[config.mk]
export PLATFORM = sky130hd
export DESIGN_NAME = pxm_prefix_merger
export DESIGN_NICKNAME = d
export VERILOG_FILES = /design/src/rtl/pxm_pkg.sv /design/src/rtl/pxm_slot_store.sv /design/src/rtl/pxm_imm_merge.sv /design/src/rtl/pxm_cycle_est.sv /design/src/rtl/pxm_prefix_merger.sv
export SDC_FILE = /design/constraint.sdc
export NUM_CORES = 1
export LEC_CHECK = 0
export BUFFER_PORTS_ARGS = -buffer_cell sky130_fd_sc_hd__buf_4
export CAP_MARGIN = 15
export CORE_MARGIN = 2
export CORE_UTILIZATION = 45
export DETAILED_ROUTE_END_ITERATION = 8
export PLACE_DENSITY_LB_ADDON = 0.08
export SLEW_MARGIN = 20
export SYNTH_ARGS = -nofsm -noshare
export SYNTH_HDL_FRONTEND = slang
export SYNTH_HIERARCHICAL = 1
export SYNTH_SLANG_ARGS = --single-unit
[constraint.sdc]
create_clock -name clk -period 3.42 [get_ports clk]
set_clock_uncertainty 0.05 [all_clocks]
set_input_delay 0.342 -clock clk [delete_from_list [all_inputs] [get_ports clk]]
set_output_delay 0.342 -clock clk [all_outputs]
set_load 0.005 [all_outputs]
[src/rtl/pxm_pkg.sv]
package pxm_pkg;
  localparam int WORD_W  = 16;
  localparam int PFX_W   = 13;
  localparam int FLD_W   = 7;
  localparam int IMM_W   = 24;
  localparam int DATA_W  = 16;
  localparam int MAX_PFX = 2;
  localparam int CNT_W   = $clog2(MAX_PFX + 1);
  localparam int FORM_W  = 3;
  localparam int OFS_HI_W = IMM_W - PFX_W;          // older bits kept for offsets
  localparam int ADR_HI_W = IMM_W - PFX_W - FLD_W;  // older bits kept for addresses
  localparam int ONE_W    = PFX_W + FLD_W;          // one-prefix address width
  localparam int DAT_PW   = DATA_W - FLD_W;         // payload bits in data form

  typedef enum logic [FORM_W-1:0] {
    FM_REGMOV = 3'd0,
    FM_RBOFS  = 3'd1,
    FM_RBSTEP = 3'd2,
    FM_ABS    = 3'd3,
    FM_SPOFS  = 3'd4,
    FM_DATA7  = 3'd5
  } form_e;

  function automatic logic [IMM_W-1:0] fn_offset(input logic [CNT_W-1:0] n,
      input logic [PFX_W-1:0] older, input logic [PFX_W-1:0] newer);
    logic [IMM_W-1:0] r;
    case (n)
      CNT_W'(0): r = '0;
      CNT_W'(1): r = {{OFS_HI_W{1'b0}}, newer};
      default:   r = {older[OFS_HI_W-1:0], newer};
    endcase
    return r;
  endfunction

  function automatic logic [IMM_W-1:0] fn_address(input logic [CNT_W-1:0] n,
      input logic [PFX_W-1:0] older, input logic [PFX_W-1:0] newer,
      input logic [FLD_W-1:0] fld);
    logic [IMM_W-1:0] r;
    case (n)
      CNT_W'(0): r = {{(IMM_W-FLD_W){1'b0}}, fld};
      CNT_W'(1): r = {{(IMM_W-ONE_W){1'b0}}, newer, fld};
      default:   r = {older[ADR_HI_W-1:0], newer, fld};
    endcase
    return r;
  endfunction

  function automatic logic [IMM_W-1:0] fn_data(input logic [CNT_W-1:0] n,
      input logic [PFX_W-1:0] older, input logic [PFX_W-1:0] newer,
      input logic [FLD_W-1:0] fld);
    logic [IMM_W-1:0] r;
    case (n)
      CNT_W'(0): r = {{(IMM_W-DATA_W){1'b0}}, {(DATA_W-FLD_W){fld[FLD_W-1]}}, fld};
      CNT_W'(1): r = {{(IMM_W-DATA_W){1'b0}}, newer[DAT_PW-1:0], fld};
      default:   r = fn_address(n, older, newer, fld);
    endcase
    return r;
  endfunction

  function automatic logic [IMM_W-1:0] fn_step(input logic [CNT_W-1:0] n,
      input logic [PFX_W-1:0] older, input logic [PFX_W-1:0] newer,
      input logic wide);
    logic [IMM_W-1:0] r;
    if (n == CNT_W'(0)) r = wide ? IMM_W'(2) : IMM_W'(1);
    else                r = fn_offset(n, older, newer);
    return r;
  endfunction
endpackage

[src/rtl/pxm_slot_store.sv]
module pxm_slot_store
  import pxm_pkg::*;
(
  input  logic             clk,
  input  logic             rst_n,
  input  logic             clr,
  input  logic             push,
  input  logic             consume,
  input  logic [PFX_W-1:0] payload,
  output logic [CNT_W-1:0] cnt,
  output logic [PFX_W-1:0] older,
  output logic [PFX_W-1:0] newer,
  output logic             evict
);
  localparam logic [CNT_W-1:0] CNT_MAX = CNT_W'(MAX_PFX);

  assign evict = push && (cnt == CNT_MAX);

  always_ff @(posedge clk or negedge rst_n) begin
    if (!rst_n) begin
      cnt   <= '0;
      older <= '0;
      newer <= '0;
    end else if (clr) begin
      cnt   <= '0;
      older <= '0;
      newer <= '0;
    end else if (push) begin
      older <= newer;
      newer <= payload;
      if (cnt != CNT_MAX) cnt <= cnt + CNT_W'(1);
    end else if (consume) begin
      cnt   <= '0;
      older <= '0;
      newer <= '0;
    end
  end
endmodule

[src/rtl/pxm_imm_merge.sv]
module pxm_imm_merge
  import pxm_pkg::*;
(
  input  logic [FORM_W-1:0] form_code,
  input  logic [CNT_W-1:0]  cnt,
  input  logic [PFX_W-1:0]  older,
  input  logic [PFX_W-1:0]  newer,
  input  logic [FLD_W-1:0]  fld,
  input  logic              wide,
  output logic [IMM_W-1:0]  imm
);
  always_comb begin
    case (form_code)
      FM_RBOFS:          imm = fn_offset(cnt, older, newer);
      FM_RBSTEP:         imm = fn_step(cnt, older, newer, wide);
      FM_ABS, FM_SPOFS:  imm = fn_address(cnt, older, newer, fld);
      FM_DATA7:          imm = fn_data(cnt, older, newer, fld);
      default:           imm = '0;
    endcase
  end
endmodule

[src/rtl/pxm_cycle_est.sv]
module pxm_cycle_est
  import pxm_pkg::*;
(
  input  logic              instr,
  input  logic [FORM_W-1:0] form_code,
  input  logic [CNT_W-1:0]  cnt,
  output logic              dual
);
  assign dual = instr && (form_code == FM_REGMOV) && (cnt != CNT_W'(0));
endmodule

[src/rtl/pxm_prefix_merger.sv]
module pxm_prefix_merger
  import pxm_pkg::*;
(
  input  logic              clk,
  input  logic              rst_n,
  input  logic              flush,
  input  logic              word_vld,
  input  logic              word_is_pfx,
  input  logic [PFX_W-1:0]  pfx_payload,
  input  logic [FORM_W-1:0] form_code,
  input  logic [FLD_W-1:0]  fld7,
  input  logic              wide_acc,
  output logic              imm_vld,
  output logic [IMM_W-1:0]  imm_val,
  output logic [CNT_W-1:0]  pfx_cnt,
  output logic              dual_cycle
);
  // named events for the checker
  logic             ev_push;
  logic             ev_consume;
  logic             ev_evict;
  logic [PFX_W-1:0] slot_old;
  logic [PFX_W-1:0] slot_new;
  logic [IMM_W-1:0] merged;

  assign ev_push    = word_vld && word_is_pfx;
  assign ev_consume = word_vld && !word_is_pfx;

  pxm_slot_store u_store (
    .clk     (clk),
    .rst_n   (rst_n),
    .clr     (flush),
    .push    (ev_push),
    .consume (ev_consume),
    .payload (pfx_payload),
    .cnt     (pfx_cnt),
    .older   (slot_old),
    .newer   (slot_new),
    .evict   (ev_evict)
  );

  pxm_imm_merge u_merge (
    .form_code (form_code),
    .cnt       (pfx_cnt),
    .older     (slot_old),
    .newer     (slot_new),
    .fld       (fld7),
    .wide      (wide_acc),
    .imm       (merged)
  );

  pxm_cycle_est u_cyc (
    .instr     (imm_vld),
    .form_code (form_code),
    .cnt       (pfx_cnt),
    .dual      (dual_cycle)
  );

  assign imm_vld = ev_consume && !flush;
  assign imm_val = merged;
endmodule

Word level (Yosys, flattened, before mapping)
Index checks and enable logic that the tools add are counted.
{"block": "word_totals", "register_bits": 26, "word_cells": 41, "in_bits": 29, "out_inout_bits": 28}
{"block": "op_classes", "n_reduce_logical": 13, "add_sub_neg": 1, "n_mux": 16, "eq_ne": 8}
{"operator": "24-bit case mux with 2 select lines", "n": 3}
{"operator": "24-bit case mux with 4 select lines", "n": 1}
{"operator": "24-bit 2-to-1 mux", "n": 2}
{"operator": "13-bit 2-to-1 mux", "n": 3}
{"operator": "11-bit 2-to-1 mux", "n": 2}
{"operator": "2-bit 2-to-1 mux", "n": 5}
{"operator": "3-bit by 2-bit equality test with 1-bit output (second input constant)", "n": 2}
{"operator": "3-bit equality test (second input constant)", "n": 2}
{"operator": "1-bit logical AND", "n": 5}
{"operator": "3-bit by 1-bit equality test with 1-bit output (second input constant)", "n": 1}
{"operator": "3-bit logical NOT", "n": 1}
{"operator": "3-bit by 2-bit != test with 1-bit output (second input constant)", "n": 1}
{"operator": "3-bit nonzero test", "n": 1}
{"operator": "2-bit by 1-bit adder with 2-bit output (second input constant)", "n": 1}
{"operator": "2-bit by 1-bit equality test with 1-bit output (second input constant)", "n": 1}
{"operator": "1-bit logical NOT", "n": 2}
{"operator": "2-bit logical NOT", "n": 1}
{"operator": "2-bit != test (second input constant)", "n": 1}
{"operator": "2-bit AND reduction", "n": 1}
{"operator": "2-bit nonzero test", "n": 1}
{"operator": "2-bit OR reduction", "n": 1}

Depth between registers and ports, before layout
Gate-level depths: netlist of the first run.
{"block": "logic_depth", "depth_word": 5, "mapped_depth": 6, "ltp_nobuf": 5}

Modules after synthesis
The synthesis of the first run kept the hierarchy.
{"module": "pxm_slot_store", "cells_each": 113, "area_per_inst_um2": 1253.7, "instances": 1}
{"module": "pxm_imm_merge", "cells_each": 97, "area_per_inst_um2": 664.4, "instances": 1}
{"module": "pxm_prefix_merger", "cells_each": 3, "area_per_inst_um2": 26.3, "instances": 1}
{"module": "pxm_cycle_est", "cells_each": 2, "area_per_inst_um2": 22.5, "instances": 1}

Least setup slack after synthesis of the first run
No wires, ideal clock.
{"block": "synth_timing", "path_kind": "reg2out", "from": "register u_store.cnt[1]", "to": "output port imm_val[7]", "path_stages_with_launch": 5, "setup_slack_ns": 1.683, "required_time_ns": 3.028, "t_arrival_ns": 1.345, "path_cell_list": "dfrtp_1 > or3b_1 > or2_1 > clkbuf_1 > o21ai_0"}
{"block": "synth_between", "elab_chain_len": 3, "word_cells_on_any_way": 7, "classes_between": "1 x eq/ne; 5 x mux; 1 x reduce/logical"}
{"element": "start, declared", "line": "pxm_slot_store.sv:10", "rtl": "output logic [CNT_W-1:0] cnt,"}
{"element": "start signal, assigned", "line": "pxm_slot_store.sv:31", "rtl": "if (cnt != CNT_MAX) cnt <= cnt + CNT_W'(1);"}
{"element": "2-bit by 1-bit equality test with 1-bit output or 2-bit logical NOT (tied branches)", "line": "pxm_pkg.sv:27, pxm_pkg.sv:39, pxm_pkg.sv:51"}
{"element": "24-bit case mux with 2 select lines, or another cell as far along", "line": "pxm_pkg.sv:51", "rtl": "case (n)"}
{"element": "24-bit case mux with 4 select lines (*)", "line": "pxm_imm_merge.sv:13", "rtl": "case (form_code)"}
{"element": "end, declared", "line": "pxm_prefix_merger.sv:14", "rtl": "output logic [IMM_W-1:0] imm_val,"}
Mark *: on every way between the ends. The rest lies on a longest branch, timed or not.

Final worst setup path of the first run
{"block": "layout_timing", "from": "register u_store.cnt[1]", "to": "output port imm_val[1]"}
{"block": "layout_between", "elab_chain_len": 3, "word_cells_on_any_way": 5, "classes_between": "1 x eq/ne; 3 x mux; 1 x reduce/logical"}
{"element": "2-bit by 1-bit equality test with 1-bit output or 2-bit logical NOT (tied branches)", "line": "pxm_pkg.sv:27, pxm_pkg.sv:51, pxm_pkg.sv:63"}
{"element": "24-bit case mux with 2 select lines or 24-bit 2-to-1 mux (tied branches)", "line": "pxm_pkg.sv:27, pxm_pkg.sv:63"}
{"element": "24-bit case mux with 4 select lines (*)", "line": "pxm_imm_merge.sv:13"}
Marks and branches as above.

==> out/metrics.cfg, run 1 <==
[clocking]
cts-htree-levels = 1
cts_tree = done
cts-root-buf = clkbuf_8
clk_path_buf_depth = 2
clock-sinks = 26
clkLatencyLatePin_ps = 270
numCtsBuffers = 3
clkSlewWorstSetupHoldPaths_ps = 90

[logic_synthesis]
synth_area_um2 = 1894
yosysWarningCount = 6
syn_nets = 239
synthCells = 209
syn_area_per_cell_um2 = 9.064

[detailed_routing]
routed_wirelength_mm = 5.013
vias_per_cell = 5.904
first_pass_iters = 5
via_count = 1783
routedWlPerCell_um = 16.60
post-route-drc-count = 0
ant_nets = 0
drtIter0Drc = 149

[placement]
place.gp.congestion = 0.9403
dp.cells = 297
dp_slack_ps = 1354
place_area_um2 = 2255
dpl.hpwl_mm = 3.608
port_buffers = 56

[floorplan]
core_um2 = 4029
io_pins = 57
dieWidth_um = 68.88
die_h_um = 68.88
dieArea_um2 = 4744
row_count = 23
start_util_pct = 47.02

[timing]
hold_violations = 0
worst_slack_ps = 1037
rsz0062_at_grt = false
period_share_pct = 69.69
maxSlewViolCount = 0
setup_tns_ps = 0
fmax_mhz = 419.6
worst_pin_slew_ps = 813.1
finalSetupViolations = 0
slew_headroom_pct = 45.79
fin_crit_ps = 2383
timing.hold.ws_ps = 250.5

[critical_path]
startpoint_type = register
crit_start = u_store/cnt[1]
arrival_ps = 1990
crit_end = imm_val[1]
r2r_start = u_store/cnt[1]
critical_path_class = register to output port
crit_fanout = 21
r2r_cells = 3
rrSetupSlack_ps = 1940
critPathRequiredTime_ps = 3030
cp-end-kind = output port
reg2reg_to = u_store/cnt[1]

[grt]
first_global_vias = 1618
grt_pass1_wl_mm = 8.024
antenna_found_initial = 0
overflow = 0
grt_usage_pct = 22.86
grt_max_degree = 41

[cells_and_area]
seqCellArea_um2 = 650.6
multi_input_area_um2 = 1087
num_antenna_cells = 0
drive_gt1_share_pct = 32.54
num-nets-final = 283
fin_area_um2 = 2336
layout.cells.non_filler = 302
fillerInstances = 383
area_delta_synth_final_pct = 23.32

[power]
p_leak_nw = 1.036
ir_worst_vdd_mv = 0.2671
p_per_area_nw_per_um2 = 313.8

[outcome]
outcome = finished, final reports clean

[job]
cap_violations = 0

[min_path]
hold_class = input port to register

-- area by class of cell --
type                    count  area share, %
multi-input cells         158          46.55
flip-flops and latches     26          27.85
clock buffers               3          1.768
well taps                  50          2.678
inverters                   5         0.8034
clock inverters             1          1.285
repair buffers             59          19.07
-- flip-flops by register name, summed over array words and instances (netlist names) --
signal	cells
u_store/cnt	2
u_store/newer	13
u_store/older	11
-- worst min-delay path by stage --
stage | startpoint | end | cells after the start
after detailed placement | rst_n | u_store/newer[7] | 1
after floorplan | rst_n | u_store/cnt[0] | 0
final | pfx_payload[10] | u_store/newer[10] | 3
after global routing | pfx_payload[4] | u_store/newer[4] | 3
after CTS | pfx_payload[4] | u_store/newer[4] | 3
after global placement | rst_n | u_store/newer[6] | 1
-- worst max-delay path, cell delays in order, from the launching register on --
cell	delay, ps
dfrtp_1	580
or2_2	490
o41ai_1	370
a22o_1	180
buf_4	100
-- metal layers --
metal	share of wire, %	up-vias	GRT usage (%)	routed length (µm)
li1	-	871	-	-
met1	43	836	32.07	2131
met2	49	69	37.62	2457
met3	6.9	7	1.136	345
met4	1.6	0	8.088	79
met5	0	-	0	0
-- timing repair --
item                       4_1_cts  5_1_grt
setup endpoints to repair        0        0
hold buffers                     1        0
hold endpoints to repair        26        0
setup buffers                    0        0
resized for setup                0        0
-- where the power goes --
group | switching [W] | total [W] | internal (W)
clock network | 0.0000963 | 0.000253 | 0.000157
registers | 0.0000139 | 0.000329 | 0.000316
logic | 0.0000820 | 0.000151 | 0.0000685
total | 0.000192 | 0.000733 | 0.000541
-- through the flow --
stage | util (%) | power, W
6_report | 57.98 | 0.0007330
5_1_grt | 57.98 | 0.0007674
4_1_cts | 57.98 | 0.0007387
3_5_place_dp | 55.96 | 0.0004851
3_3_place_gp | 55.96 | 0.0004845
2_1_floorplan | - | 0.0004248
-- cell usage in the layout (no fill, tap or decap), types with 5 or more instances in the layout --
master and count:
nor2_1 25, nand2_1 6, dfrtp_1 26, a22oi_1 13
o21ai_0 9, inv_1 5, nand3_1 9, a22o_1 5
a21oi_1 19, nor3b_2 11, a221oi_1 5, buf_4 58
(Power assumes the default switching activity.)
==> run 2: changes to the inputs <==
--- a/config.mk
+++ b/config.mk
@@ -5,6 +5,7 @@
 export SDC_FILE = /design/constraint.sdc
 export NUM_CORES = 1
 export LEC_CHECK = 0
+export ABC_AREA = 1
 export BUFFER_PORTS_ARGS = -buffer_cell sky130_fd_sc_hd__buf_4
 export CAP_MARGIN = 15
 export CORE_MARGIN = 2
==> constraint.sdc (replaced) <==
create_clock -name clk -period 2.5 [get_ports clk]
set_clock_uncertainty 0.05 [all_clocks]
set_input_delay 0.25 -clock clk [delete_from_list [all_inputs] [get_ports clk]]
set_output_delay 0.25 -clock clk [all_outputs]
set_load 0.005 [all_outputs]
==> out/metrics.cfg, run 2 <==
[timing]
rsz0062_at_grt = false
worst_pin_slew_ps = 612.9  ; -200.2 ps
maxSlewViolCount = 0  ; unchanged
hold_violations = 0  ; unchanged
setup_tns_ps = 0  ; unchanged
finalSetupViolations = 0  ; unchanged
fmax_mhz = 535.8
fin_crit_ps = 1866
slew_headroom_pct = 59.04  ; +13 points
period_share_pct = 74.66

[min_path]
whs_path_depth = 3  ; unchanged
holdPathEnd = u_store/newer[11]
min_from = pfx_payload[11]
hold_class = input port to register

[critical_path]
critical_path_class = register to output port
crit_start = u_store/cnt[0]
r2r_start = u_store/cnt[1]
crit_fanout = 16  ; -24%
r2r_cells = 6  ; +3
startpoint_type = register
rrSetupSlack_ps = 1220  ; -720 ps
slowest_stage = dfrtp_1
arrival_ps = 1570  ; -420 ps
critical-path-top-delay-family = simple AND/OR/NAND/NOR gates
path_cells = inv_1, nand2_4, nor2_1, nand2_2, nand2_1, nand2_1, nand2_1, buf_4
max_stage_delay_ps = 450  ; -130 ps
cp_common_cell = nand2_1
cp-end-kind = output port
cp.buffers_inverters = 2  ; +1
reg2reg_to = u_store/cnt[1]
critPathRequiredTime_ps = 2200  ; -830 ps

[power]
ir_worst_vdd_mv = 0.3331  ; +25%
seqPwrFrac_pct = 45.9  ; +1.0 points
switching_share_pct = 25.57  ; -0.65 points
p_comb_share_pct = 19.0  ; -1.5 points
netSwitchingPower_w = 0.0002477  ; +29%
power.internal_w = 0.0007210  ; +33%
p_per_area_nw_per_um2 = 425.6  ; +36%
p_leak_nw = 1.243  ; +20%
power_frac_clock_pct = 35.1  ; +0.6 points

[cells_and_area]
largestRegisters = u_store/newer: 13 flops, u_store/older: 11 flops, u_store/cnt: 2 flops
num_antenna_cells = 0  ; unchanged
area_delta_synth_final_pct = 26.76
top_register = u_store/newer
mostFrequentLayoutCell = nand2_1
drive_gt1_share_pct = 28.21  ; -4.3 points
layout.cells.non_filler = 360  ; +19%
num-nets-final = 343  ; +21%
largest_reg_flops = 13  ; unchanged
fin_area_um2 = 2276  ; -2.6%
mostFrequentLayoutCells = 79 x nand2_1, 58 x buf_4, 52 x nand3_1

[floorplan]
start_util_pct = 47.96  ; +0.94 points
io_pins = 57  ; unchanged
row_count = 22  ; -4.3%
dieWidth_um = 67.17  ; -2.5%
die_h_um = 67.17  ; -2.5%
core_um2 = 3744  ; -7.1%
dieArea_um2 = 4511  ; -4.9%

[detailed_routing]
via_count = 1780  ; -0.17%
routed_wirelength_mm = 4.373  ; -13%
vias_per_cell = 4.944  ; -16%
post-route-drc-count = 0  ; unchanged
drtIter0Drc = 142  ; -4.7%
ant_nets = 0  ; unchanged
first_pass_iters = 4  ; -1
routedWlPerCell_um = 12.15  ; -27%

[clocking]
cts_tree = done
clkSlewWorstSetupHoldPaths_ps = 80  ; about the same
clkLatencyLatePin_ps = 270  ; about the same
numCtsBuffers = 3  ; unchanged
cts-root-buf = clkbuf_8
clock-sinks = 26  ; unchanged
clk_path_buf_depth = 2  ; unchanged
cts_resized = 0  ; unchanged
cts-htree-levels = 1  ; unchanged

[grt]
antenna_found_initial = 0  ; unchanged
overflow = 0  ; unchanged
grt_max_degree = 27  ; -34%
first_global_vias = 1695  ; +4.8%
grt_usage_pct = 21.90  ; -0.96 points
grt_pass1_wl_mm = 7.507  ; -6.4%

[placement]
place.gp.congestion = 0.8272  ; -12%
place_area_um2 = 2195  ; -2.7%
port_buffers = 56  ; unchanged
dpl.hpwl_mm = 3.243  ; -10%
dp.cells = 355  ; +20%

[logic_synthesis]
syn_nets = 292  ; +22%
synthCells = 262  ; +25%
yosysWarningCount = 6  ; unchanged
synth_area_um2 = 1795  ; -5.2%
syn_area_per_cell_um2 = 6.853  ; -24%

[job]
cap_violations = 0  ; unchanged

[outcome]
outcome = finished, final reports clean

run 2: area by class of cell:
| type | count | area, µm² |
|---|---|---|
| clock buffer | 3 | 41.29 |
| clock inverter | 1 | 30.03 |
| fill | 384 | 1468 |
| inverter | 42 | 160.2 |
| multi-input combinational | 181 | 888.4 |
| sequential | 26 | 650.6 |
| tap | 48 | 60.06 |
| timing repair buffer | 59 | 445.4 |
run 2: worst max path at each step:
stage / cells past startpoint / slack (ps) / endpoint
CTS: 8 / 610 / imm_val[7]
global route: 8 / 470 / imm_val[12]
detailed placement: 7 / 830 / imm_val[13]
floorplan: 6 / 1140 / imm_val[1]
finish: 8 / 630 / imm_val[14]
global placement: 7 / 850 / imm_val[13]
run 2: power by group through the flow:
stage               logic, W  clock network (W)  registers [W]
CTS                 0.000185           0.000350       0.000445
detailed placement  0.000183                  0       0.000453
global route        0.000207           0.000365       0.000447
floorplan           0.000111                  0       0.000449
global placement    0.000181                  0       0.000453
finish              0.000184           0.000340       0.000445
run 2: timing repair:
action / in CTS / in global routing
hold buffers: 1 / 0
buffers inserted: 0 / 0
endpoints found under the hold margin: 26 / 0
run 2: worst register-to-register path: stages, from the launching register on:
cell,delay (ps)
dfrtp_1,430
buf_4,220
ha_1,210
nand3_1,80
nand2_1,70
nand2_1,70
nand2_1,50
run 2: metal layers:
| layer | up-vias | global-route usage (%) | share of wire, % |
|---|---|---|---|
| li1 | 925 | - | - |
| met1 | 787 | 31.00 | 48 |
| met2 | 63 | 33.91 | 43 |
| met3 | 5 | 2.000 | 7.5 |
| met4 | 0 | 10.20 | 1.4 |
| met5 | - | 0 | 0 |
run 2: stage by stage:
| stage | util, % | worst slack [ps] | total power [W] | hold slack (ps) |
|---|---|---|---|---|
| floorplan | - | 1143 | 0.0005594 | -95.59 |
| global placement | 58.62 | 846.0 | 0.0006342 | 121.1 |
| detailed placement | 58.62 | 825.2 | 0.0006362 | 122.2 |
| CTS | 60.80 | 609.5 | 0.0009800 | 159.1 |
| global route | 60.80 | 469.4 | 0.001019 | 172.9 |
| finish | 60.80 | 633.5 | 0.0009686 | 168.6 |
